--- src/rtl/alert_mask_pkg.sv ---
package alert_mask_pkg;

    localparam int unsigned BYTE_W   = 8;
    localparam int unsigned WORD_W   = 2 * BYTE_W;
    localparam int unsigned SHARED_N = BYTE_W - 1;

    typedef enum logic [0:0] {
        ALRT_IDLE  = 1'b0,
        ALRT_DRIVE = 1'b1
    } alrt_state_e;

    function automatic logic wp_forces_auto(input logic [7:0] wp);
        return (wp == 8'h20) || (wp == 8'h40) || (wp == 8'h80);
    endfunction

endpackage

--- src/rtl/amc_mask_bank.sv ---
module amc_mask_bank
    import alert_mask_pkg::*;
#(
    parameter int unsigned NUM_PAGES = 2,
    parameter int unsigned PAGE_W    = 1
) (
    input  logic                        clk,
    input  logic                        rst_n,
    input  logic                        wr_en,
    input  logic [WORD_W-1:0]           wr_data,
    input  logic [PAGE_W-1:0]           page_sel,
    input  logic                        force_auto,
    output logic [WORD_W-1:0]           rd_data,
    output logic [BYTE_W-1:0]           shared_q,
    output logic [NUM_PAGES*BYTE_W-1:0] bank_flat
);

    logic [WORD_W-1:0] wr_fix;
    logic [BYTE_W-1:0] bank_q [NUM_PAGES];
    logic [BYTE_W-1:0] rd_lo;

    always_comb begin
        wr_fix = wr_data;
        if (wr_data[BYTE_W] && ((wr_data & ~(WORD_W'(1) << BYTE_W)) != '0)) begin
            wr_fix = WORD_W'(1) << BYTE_W;
        end
    end

    always_ff @(posedge clk) begin
        if (!rst_n) begin
            shared_q <= '0;
        end else if (wr_en) begin
            shared_q <= wr_fix[WORD_W-1:BYTE_W];
        end
    end

    for (genvar p = 0; p < NUM_PAGES; p++) begin : g_bank
        always_ff @(posedge clk) begin
            if (!rst_n) begin
                bank_q[p] <= '0;
            end else if (wr_en && (page_sel == PAGE_W'(p))) begin
                bank_q[p] <= wr_fix[BYTE_W-1:0];
            end
        end
        assign bank_flat[p*BYTE_W +: BYTE_W] = bank_q[p];

        AST_OTHER_BANK_KEPT: assert property (@(posedge clk) disable iff (!rst_n)
            (wr_en && (page_sel != PAGE_W'(p))) |=> $stable(bank_q[p]));
    end

    always_comb begin
        rd_lo = '0;
        for (int p = 0; p < NUM_PAGES; p++) begin
            if (page_sel == PAGE_W'(p)) rd_lo = bank_q[p];
        end
    end

    assign rd_data = {shared_q[BYTE_W-1:1], shared_q[0] | force_auto, rd_lo};

    AST_AUTO_ALONE: assert property (@(posedge clk) disable iff (!rst_n)
        shared_q[0] |-> (shared_q[BYTE_W-1:1] == '0));

    AST_SHARED_HOLD: assert property (@(posedge clk) disable iff (!rst_n)
        !wr_en |=> $stable(shared_q));

endmodule

--- src/rtl/amc_auto_mask.sv ---
module amc_auto_mask #(
    parameter int unsigned SRC_N = 23
) (
    input  logic             clk,
    input  logic             rst_n,
    input  logic [SRC_N-1:0] flags,
    input  logic             auto_en,
    input  logic             ara_ack,
    input  logic             clear_faults,
    output logic [SRC_N-1:0] amask_q
);

    logic [SRC_N-1:0] grab;
    logic [SRC_N-1:0] amask_d;

    always_comb begin
        grab    = (ara_ack && auto_en) ? flags : '0;
        amask_d = clear_faults ? '0 : ((amask_q | grab) & flags);
    end

    always_ff @(posedge clk) begin
        if (!rst_n) amask_q <= '0;
        else        amask_q <= amask_d;
    end

    AST_ENTRY_NEEDS_FLAG: assert property (@(posedge clk) disable iff (!rst_n)
        1'b1 |=> ((amask_q & ~$past(flags)) == '0));

    AST_CLEAR_EMPTIES: assert property (@(posedge clk) disable iff (!rst_n)
        clear_faults |=> (amask_q == '0));

    AST_NO_GROWTH_WHEN_OFF: assert property (@(posedge clk) disable iff (!rst_n)
        !auto_en |=> ((amask_q & ~$past(amask_q)) == '0));

endmodule

--- src/rtl/amc_alert_fsm.sv ---
module amc_alert_fsm
    import alert_mask_pkg::*;
(
    input  logic clk,
    input  logic rst_n,
    input  logic pending,
    output logic smbalert_n
);

    alrt_state_e state_q, state_d;

    always_comb begin
        state_d = state_q;
        unique case (state_q)
            ALRT_IDLE:  if (pending)  state_d = ALRT_DRIVE;  // RAISE
            ALRT_DRIVE: if (!pending) state_d = ALRT_IDLE;   // RELEASE
            default:                  state_d = ALRT_IDLE;
        endcase
    end

    always_ff @(posedge clk) begin
        if (!rst_n) state_q <= ALRT_IDLE;
        else        state_q <= state_d;
    end

    always_comb begin
        smbalert_n = (state_q != ALRT_DRIVE);
    end

    AST_DRIVE_HAD_CAUSE: assert property (@(posedge clk) disable iff (!rst_n)
        $fell(smbalert_n) |-> $past(pending));

endmodule

--- src/rtl/alert_mask_ctrl.sv ---
module alert_mask_ctrl
    import alert_mask_pkg::*;
#(
    parameter int unsigned NUM_PAGES = 2,
    localparam int unsigned PAGE_W   = (NUM_PAGES > 1) ? $clog2(NUM_PAGES) : 1,
    localparam int unsigned PAGED_N  = NUM_PAGES * BYTE_W,
    localparam int unsigned SRC_N    = PAGED_N + SHARED_N
) (
    input  logic                clk,
    input  logic                rst_n,
    input  logic                wr_en,
    input  logic [WORD_W-1:0]   wr_data,
    output logic [WORD_W-1:0]   rd_data,
    input  logic [PAGE_W-1:0]   page_sel,
    input  logic [7:0]          wp_value,
    input  logic [SHARED_N-1:0] shared_stat,
    input  logic [PAGED_N-1:0]  paged_stat,
    input  logic                ara_ack,
    input  logic                clear_faults,
    output logic                smbalert_n
);

    logic                force_auto;
    logic                auto_en;
    logic [BYTE_W-1:0]   shared_q;
    logic [PAGED_N-1:0]  bank_flat;
    logic [SRC_N-1:0]    flags;
    logic [SRC_N-1:0]    user_mask;
    logic [SRC_N-1:0]    amask_q;
    logic                pending;

    assign force_auto = wp_forces_auto(wp_value);

    amc_mask_bank #(.NUM_PAGES(NUM_PAGES), .PAGE_W(PAGE_W)) u_bank (
        .clk        (clk),
        .rst_n      (rst_n),
        .wr_en      (wr_en),
        .wr_data    (wr_data),
        .page_sel   (page_sel),
        .force_auto (force_auto),
        .rd_data    (rd_data),
        .shared_q   (shared_q),
        .bank_flat  (bank_flat)
    );

    assign auto_en   = shared_q[0] | force_auto;
    assign flags     = {paged_stat, shared_stat};
    assign user_mask = {bank_flat, shared_q[BYTE_W-1:1]};

    amc_auto_mask #(.SRC_N(SRC_N)) u_auto (
        .clk          (clk),
        .rst_n        (rst_n),
        .flags        (flags),
        .auto_en      (auto_en),
        .ara_ack      (ara_ack),
        .clear_faults (clear_faults),
        .amask_q      (amask_q)
    );

    assign pending = |(flags & ~user_mask & ~amask_q);

    amc_alert_fsm u_fsm (
        .clk        (clk),
        .rst_n      (rst_n),
        .pending    (pending),
        .smbalert_n (smbalert_n)
    );

    AST_QUIET_RELEASES: assert property (@(posedge clk) disable iff (!rst_n)
        ((shared_stat == '0) && (paged_stat == '0)) |=> smbalert_n);

    AST_FORCED_READS_ON: assert property (@(posedge clk) disable iff (!rst_n)
        ((wp_value == 8'h20) || (wp_value == 8'h40) || (wp_value == 8'h80)) |-> rd_data[BYTE_W]);

endmodule

--- config.mk ---
export PLATFORM = sky130hd
export DESIGN_NAME = alert_mask_ctrl
export DESIGN_NICKNAME = d
export VERILOG_FILES = /design/src/rtl/alert_mask_pkg.sv /design/src/rtl/amc_mask_bank.sv /design/src/rtl/amc_auto_mask.sv /design/src/rtl/amc_alert_fsm.sv /design/src/rtl/alert_mask_ctrl.sv
export SDC_FILE = /design/constraint.sdc
export NUM_CORES = 1
export LEC_CHECK = 0
export BUFFER_PORTS_ARGS = -buffer_cell sky130_fd_sc_hd__buf_2
export CAP_MARGIN = 30
export CORE_MARGIN = 2
export CORE_UTILIZATION = 25
export CTS_BUF_LIST = sky130_fd_sc_hd__clkbuf_2
export DETAILED_ROUTE_END_ITERATION = 7
export HOLD_SLACK_MARGIN = 0.08
export PLACE_DENSITY = 0.53
export SETUP_SLACK_MARGIN = 0.3
export SLEW_MARGIN = 10
export SYNTH_ARGS = -nofsm -noshare
export SYNTH_HDL_FRONTEND = slang
export SYNTH_HIERARCHICAL = 1
export SYNTH_SLANG_ARGS = --single-unit
--- constraint.sdc ---
create_clock -name clk -period 1.7 [get_ports clk]
set_clock_uncertainty 0.1 [all_clocks]
set_input_delay 0.17 -clock clk [delete_from_list [all_inputs] [get_ports clk]]
set_output_delay 0.17 -clock clk [all_outputs]
set_load 0.05 [all_outputs]
# Word-level counts from Yosys, hierarchy flattened
# Memory sizes are Yosys's and may differ from the RTL's.
# Index checks and enable logic that the tools add are counted.
# totals
register_bits	32
ramBits	16
in_bits	53
out_inout_bits	17
elab_cells	41
n_memories	1
# op_classes
eq_ne	3
mux	13
bitwise_logic	12
reduce_logical	9
# mem_list
memory	depth	word_bits	read_ports	rd_clocked_by_memory_dff	wr	line_no	rtl
u_bank.bank_q	2	8	2	0	2	amc_mask_bank.sv:19	logic [BYTE_W-1:0] bank_q [NUM_PAGES];
# op_table
cell	count
bitwise AND 23 bit	3
NOT 23 bit	2
2-to-1 mux 8 bit	3
2-to-1 mux 23 bit	1
bitwise OR 23 bit	1
OR reduction 23 bit	1
2-to-1 mux 16 bit	1
nonzero test 16 bit	1
== test 8 x 6 -> 1 bit (second input constant)	1
== test 8 x 7 -> 1 bit (second input constant)	1
== test 8 bit (second input constant)	1
2-to-1 mux 1 bit	8
logical AND 1 bit	4
NOT 1 bit	3
bitwise OR 1 bit	3
logical OR 1 bit	2
OR reduction 2 bit	1

# Longest topological paths before layout
# Gate-level depths: netlist of the first run.
# logic_depth
depth_word	8
depth_mapped	8
ltp_nobuf	6

# Hierarchy
# Netlist of the first run, hierarchy kept.
# modules_own_cells
mod	instances	cells_per_inst	area_each_um2	seq_area_each_um2
amc_mask_bank	1	120	1285.0	640.6
amc_auto_mask	1	53	747.0	460.4
alert_mask_ctrl	1	44	244.0	0.0
amc_alert_fsm	1	3	30.0	20.0

# Worst setup path before layout of the first run
# No wires, ideal clock.
# synth_path
path_kind	reg-to-reg
from	register u_bank.shared_q[1]
to	register u_fsm.state_q
setup_ns	0.115
arrival_ns	1.636
required_time_ns	1.485
setup_slack_ns	-0.151
stages_incl_launch_ff	7
n_path_buf	1
synth_period_minus_slack_ns	1.851
path_cell_list	dfxtp_1 > buf_4 > nor2_1 > a221oi_1 > nand3_1 > or3_1 > and2_1
# synth_between
elab_chain_len	5
# synth_lines
element	line_no	rtl
from (decl)	amc_mask_bank.sv:14	output logic [BYTE_W-1:0] shared_q,
from (signal assigned)	amc_mask_bank.sv:33	shared_q <= wr_fix[WORD_W-1:BYTE_W];
NOT 23 bit	alert_mask_ctrl.sv:60	assign pending = |(flags & ~user_mask & ~amask_q);
bitwise AND 23 bit (2 in a row)	alert_mask_ctrl.sv:60	
OR reduction 23 bit	alert_mask_ctrl.sv:60	
net pending	alert_mask_ctrl.sv:30	logic pending;
2-to-1 mux 1 bit	amc_alert_fsm.sv:15, amc_alert_fsm.sv:16	
to (signal assigned)	amc_alert_fsm.sv:23	else state_q <= state_d;
to (decl)	amc_alert_fsm.sv:10	alrt_state_e state_q, state_d;
# The timed path passes the listed nets, and every way through them passes these cells.
# A chain may end at the register's enable or synchronous reset.

==> impl_metrics.py, run 1 <==
metrics = {
    "global_routing": {
        "antenna_found_initial": 0,
        "grt_max_degree": 24,
        "grt_pass1_wl_um": 9810,
        "grt_use_total_pct": 12.5,
        "overflow": 0,
        "grt_pass1_vias": 2014,
    },
    "placed_design": {
        "dp_hpwl_um": 4500,
        "gp_routability_congestion": 0.735,
        "dp_cells": 386,
        "numPortBuffers": 69,
    },
    "die": {
        "die-area_sq_um": 10000,
        "die_y_um": 100,
        "chipWidth_um": 100,
        "coreArea_sq_um": 9110,
        "rows": 35,
        "initial_core_util_pct": 25.3,
        "ios": 70,
    },
    "yosys": {
        "syn_inst": 220,
        "synth_warnings": 6,
        "synth-seq-cells": 48,
        "yosysTopAreaCell": "dfxtp_1",
        "avgSynthCellArea_sq_um": 10.5,
        "synth_edf_count": 16,
        "synth_top_cell_area_share_pct": 27.8,
        "synth_nets": 273,
        "synth_most_common_cell": "dfxtp_1",
        "synthFlopType": "dfxtp_1",
        "synthTopCellsByCount": "dfxtp_1 (32), nor2_1 (28), nand2_1 (23), o211a_1 (23), edfxtp_1 (16)",
        "seq_area_frac_synth_pct": 48.6,
        "ys_types": 35,
        "syn-cell-area_sq_um": 2310,
        "async_flop_share_pct": 0,
        "synth.area.top_cells": "dfxtp_1 (28%), edfxtp_1 (21%), o211a_1 (10%)",
    },
    "cts": {
        "cts_max_level": 2,
        "clock-sinks": 48,
        "cts_buffers": 5,
        "clock_latency_ns": 0.42,
        "root_buffer": "clkbuf_2",
        "cts_buffer_depth": 2,
        "cts_tree": "yes",
        "clkSlewWorstSetupHoldPaths_ns": 0.26,
    },
    "pwr": {
        "p_leak_nw": 1.73,
        "power_mw": 2.65,
        "ir_worst_vdd_mv": 0.335,
        "powerDensity_nw_per_um2": 743,
    },
    "timing": {
        "hold_ws_ns": 0.150,
        "rsz0062_at_grt": "true",
        "post-route-min-period_ns": 1.59,
        "final-setup-viol-count": 0,
        "finalSetupTns_ns": 0,
        "drv_slew": 0,
        "tightestPinTransition_ns": 0.642,
        "period_share_pct": 93.8,
        "relSlewSlack_pct": 57.1,
        "fmax_mhz": 627,
        "hold_viol": 0,
    },
    "worst_setup_path": {
        "rr_startpoint": "u_bank/bank_q[0][6]$_SDFFCE_PN0P_",
        "critPathMaxFanout": 2,
        "critical_path_class": "reg2out",
        "crit_path_start_kind": "flip-flop",
        "cpPeakStageDelay_ns": 0.47,
        "cp.required_ns": 1.43,
        "rrSetupSlack_ns": 0.18,
        "crit_chain": "mux2_4 -> buf_6",
        "r2r_cells": 7,
        "critical_path_arrival_ns": 1.32,
        "cp-end-kind": "output pin",
        "slowest_stage": "edfxtp_1",
        "reg2reg_to": "u_fsm/state_q$_SDFF_PN0_",
    },
    "route": {
        "dr.first_iter.drc_count": 61,
        "via_per_inst": 4.45,
        "vias": 2028,
        "wire_per_inst_um": 13.9,
        "dr.pass1.iters": 4,
        "drtAntennaViolNets": 0,
        "drcViolationCount": 0,
        "wirelength_um": 6350,
    },
    "layout": {
        "fin_util_pct": 39.1,
        "num-nets-final": 397,
        "fin_cells": 456,
        "area_delta_synth_final_pct": 54.5,
        "drive_above_1_share_pct": 42.0,
        "antenna_cells": 0,
    },
    "run": {
        "cap_violations": 0,
    },
    "min_path": {
        "min_path_cells": 4,
        "holdPathEnd": "u_bank/shared_q[1]$_SDFFE_PN0P_",
        "min_from": "wr_en",
        "hold_path.class": "in2reg",
    },
    "status": {
        "run_status": "finished, final reports clean",
    },
}
-- routing by layer --
metal / wire length (um) / track usage (%)
met2: 2800 / 20.4
met4: 82 / 3.69
met3: 362 / 2.79
met5: 0 / 0
met1: 3100 / 16.8
-- critical path, delay by kind of cell (launching register included) --
family                 cells  cell delay (ns)
multiplexers               1             0.29
buffers and inverters      1             0.15
flip-flops                 1             0.47
-- cells by family after synthesis --
logic type             after synthesis  synth area share [%]
flip-flops                          48                  48.6
XOR/XNOR                             1                 0.380
buffers and inverters               28                  7.27
multiplexers                         9                  4.34
AO/OA/AOI/OAI                       44                  17.1
AND/OR/NAND/NOR                     90                  22.2
-- sequential cells by signal, indices dropped and copies added, names as in the netlist --
signal           count
u_auto/amask_q      23
u_bank/bank_q       16
u_bank/shared_q      8
u_fsm/state_q        1
-- cells in the final DEF (no fill, tap or decap), types with 2 or more instances in the layout --
cell type	count
nand2b_2	2
dfxtp_1	24
edfxtp_1	16
dlygate4sd3_1	41
o22ai_1	7
clkbuf_16	2
mux2_2	4
bufinv_16	2
nand2_1	23
o21ai_0	2
nor2_1	28
inv_1	8
nor2_2	9
dfxtp_2	5
nor2b_1	3
nor4_4	3
clkbuf_2	5
buf_4	28
a22oi_1	8
a22oi_2	2
and2_1	8
and2_4	2
o211a_1	23
dfxtp_4	3
nand4_1	2
buf_6	12
buf_2	52
mux2_4	4
-- area by class of cell --
type	count	area, sq um
tap	111	139
fill	914	5550
multi-input combinational	144	1060
timing repair buffer	137	1100
clock buffer	5	25.0
clock inverter	3	68.8
sequential	48	1140
inverter	8	30.0
-- timing repair --
action / in CTS / in global routing
cloned: 0 / 3
buffers inserted: 15 / 3
resized for setup: 32 / 14
hold buffers: 41 / 2
pin swaps: 4 / 8
setup endpoints to repair: 16 / 39
hold endpoints to repair: 48 / 2
-- report_power, final --
part / switching [mW] / internal (mW) / total [mW] / leakage, nW
sequential: 0.0273 / 1.23 / 1.26 / 0.426
clock: 0.383 / 0.401 / 0.784 / 0.0536
combinational: 0.303 / 0.302 / 0.605 / 1.25
total: 0.713 / 1.93 / 2.65 / 1.73
-- worst max-delay path by stage --
stage                                                to  depth (start not counted)                               from  slack (ns)
after floorplan            u_auto/amask_q[0]$_SDFF_PP0_                          7                        wp_value[1]        0.11
after global placement    u_auto/amask_q[16]$_SDFF_PP0_                          7                        wp_value[1]       -0.04
after detailed placement  u_auto/amask_q[22]$_SDFF_PP0_                          7                        wp_value[1]       -0.03
after CTS                                    rd_data[5]                          2  u_bank/bank_q[1][5]$_SDFFCE_PN0P_        0.07
after global routing                         rd_data[6]                          2  u_bank/bank_q[0][6]$_SDFFCE_PN0P_        0.01
final                                        rd_data[4]                          2  u_bank/bank_q[1][4]$_SDFFCE_PN0P_        0.11
-- metrics by stage --
stage                     instance area, sq um  worst slack [ns]
after floorplan                           2320             0.106
after global placement                    2730           -0.0422
after detailed placement                  2730           -0.0339
after CTS                                 3450            0.0712
after global routing                      3560            0.0129
final                                     3560             0.105
Power figures use the tool's default switching activity.
==> run 2: changes to the inputs <==
BUFFER_PORTS_ARGS = -buffer_cell sky130_fd_sc_hd__clkbuf_2   (was -buffer_cell sky130_fd_sc_hd__buf_2)
CTS_CLUSTER_SIZE = 14   (was unset)
GPL_TIMING_DRIVEN = 0   (was unset)
==> run 2 against run 1 <==
Via count about the same; non-clock buffer count increased by 9; global-route usage increased by 0.59 points; highest routed layer unchanged; clock power decreased by 23%; hold slack got worse by 0.021 ns; sequential power about the same; routed wire length decreased by 1.1%; largest cell class is now buffers; final cell count increased by 2.0%; critical path depth unchanged; setup slack improved by 0.017 ns; first-iteration DRC count decreased by 49%.
==> impl_metrics.py, run 2 (synthesis gave the netlist of run 1 again) <==
metrics = {
    "status": {
        "run_status": "finished, final reports clean",
    },
    "run": {
        "cap_violations": 0,
    },
    "layout": {
        "fillers": 915,
        "area_delta_synth_final_pct": 60.9,
        "antenna_cells": 0,
        "fin_util_pct": 40.7,
        "postLayoutCellArea_sq_um": 3710,
        "top_register": "u_auto/amask_q",
        "num-nets-final": 406,
        "drive_above_1_share_pct": 42.9,
        "fin_cells": 465,
        "biggestRegsByFlops": "u_auto/amask_q: 23 flops, u_bank/bank_q: 16 flops, u_bank/shared_q: 8 flops",
        "largest_reg_flops": 23,
        "final_cell_mix": "clkbuf_2 (55), dlygate4sd3_1 (42), nor2_1 (25)",
        "final_common_cell": "clkbuf_2",
    },
    "die": {
        "initial_core_util_pct": 25.3,
        "ios": 70,
        "chipWidth_um": 100,
        "rows": 35,
        "die-area_sq_um": 10000,
        "die_y_um": 100,
        "coreArea_sq_um": 9110,
    },
    "timing": {
        "tightestPinTransition_ns": 0.423,
        "period_share_pct": 92.8,
        "relSlewSlack_pct": 71.8,
        "fin_ws_ns": 0.122,
        "drv_slew": 0,
        "fmax_mhz": 634,
        "hold_viol": 0,
        "finalSetupTns_ns": 0,
        "post-route-min-period_ns": 1.58,
        "hold_ws_ns": 0.128,
        "final-setup-viol-count": 0,
        "rsz0062_at_grt": "true",
    },
    "route": {
        "vias": 2026,
        "via_per_inst": 4.36,
        "drcViolationCount": 0,
        "dr.pass1.iters": 4,
        "wire_per_inst_um": 13.5,
        "wirelength_um": 6280,
        "dr.first_iter.drc_count": 31,
        "drtAntennaViolNets": 0,
    },
    "placed_design": {
        "dpl_worst_slack_ns": -0.208,
        "gp_routability_congestion": 0.786,
        "dp_cells": 397,
        "dp_hpwl_um": 4760,
        "postPlaceCellArea_sq_um": 2790,
        "numPortBuffers": 66,
    },
    "cts": {
        "clock-sinks": 48,
        "clock_latency_ns": 0.40,
        "cts_tree": "yes",
        "cts_buffer_depth": 2,
        "root_buffer": "clkbuf_2",
        "clkSlewWorstSetupHoldPaths_ns": 0.24,
        "cts_max_level": 2,
        "cts_buffers": 5,
    },
    "global_routing": {
        "grt_pass1_wl_um": 10300,
        "grt_max_degree": 15,
        "grt_use_total_pct": 13.1,
        "grt_pass1_vias": 2170,
        "antenna_found_initial": 0,
        "overflow": 0,
    },
    "min_path": {
        "min_from": "shared_stat[2]",
        "hold_path.class": "in2reg",
        "holdPathEnd": "u_fsm/state_q$_SDFF_PN0_",
        "min_path_cells": 5,
    },
    "worst_setup_path": {
        "reg2reg_to": "u_fsm/state_q$_SDFF_PN0_",
        "critPathMaxFanout": 2,
        "crit_path_start_kind": "flip-flop",
        "critical_path_class": "reg2out",
        "crit_chain": "mux2_4 -> buf_8",
        "slowest_stage": "edfxtp_1",
        "rr_startpoint": "u_bank/shared_q[1]$_SDFFE_PN0P_",
        "cp-end-kind": "output pin",
        "r2r_cells": 6,
        "rrSetupSlack_ns": 0.19,
        "critical_path_arrival_ns": 1.31,
        "cp.required_ns": 1.43,
        "cpPeakStageDelay_ns": 0.45,
    },
    "pwr": {
        "powerDensity_nw_per_um2": 677,
        "ir_worst_vdd_mv": 0.273,
        "power_mw": 2.51,
        "p_leak_nw": 1.81,
    },
}
## run 2: how the worst max path moves through the flow
stage | start | end | slack [ns] | cells past startpoint
after CTS | u_bank/bank_q[0][0]$_SDFFCE_PN0P_ | rd_data[0] | 0.06 | 2
final | u_bank/bank_q[0][0]$_SDFFCE_PN0P_ | rd_data[0] | 0.12 | 2
after detailed placement | wp_value[1] | u_auto/amask_q[2]$_SDFF_PP0_ | -0.21 | 8
after global routing | u_bank/bank_q[0][6]$_SDFFCE_PN0P_ | rd_data[6] | 0.008 | 2
after floorplan | wp_value[1] | u_auto/amask_q[0]$_SDFF_PP0_ | 0.11 | 7
after global placement | wp_value[1] | u_auto/amask_q[0]$_SDFF_PP0_ | -0.16 | 8
## run 2: power breakdown
group | switching [mW] | leakage, nW | total [mW] | internal (mW)
sequential | 0.0271 | 0.426 | 1.26 | 1.23
clock | 0.351 | 0.0430 | 0.605 | 0.253
combinational | 0.313 | 1.34 | 0.647 | 0.334
total | 0.692 | 1.81 | 2.51 | 1.82
## run 2: metal layers
metal	wire length (um)	vias up	GRT usage [%]
met1	3070	923	17.4
met5	0	-	0
met3	315	6	3.20
met2	2830	60	21.9
met4	61	0	2.63
li1	-	1037	-
## run 2: what timing repair did
| item | in CTS | in global routing |
|---|---|---|
| hold buffers | 41 | 1 |
| gates resized for setup | 49 | 31 |
| pin swaps | 8 | 6 |
| gates cloned | 2 | 0 |
| buffers inserted | 16 | 0 |
| hold endpoints to repair | 48 | 1 |
| endpoints found under the setup margin | 33 | 40 |
## run 2: worst max-delay path: cells and delay by family (launching register included)
family / cells / cell delay, ns
buf+inv: 1 / 0.15
flops: 1 / 0.45
mux: 1 / 0.30
## run 2: area by class of cell
cell class              count  area (sq um)  share of cell area [%]
repair buffers            126          1070                    28.9
multi-input cells         144          1090                    29.3
flip-flops and latches     48          1140                    30.6
well taps                 111           139                    3.74
clock inverters             2          35.0                   0.944
inverters                   8          30.0                   0.809
plain buffers              20           180                    4.86
clock buffers               6          30.0                   0.809
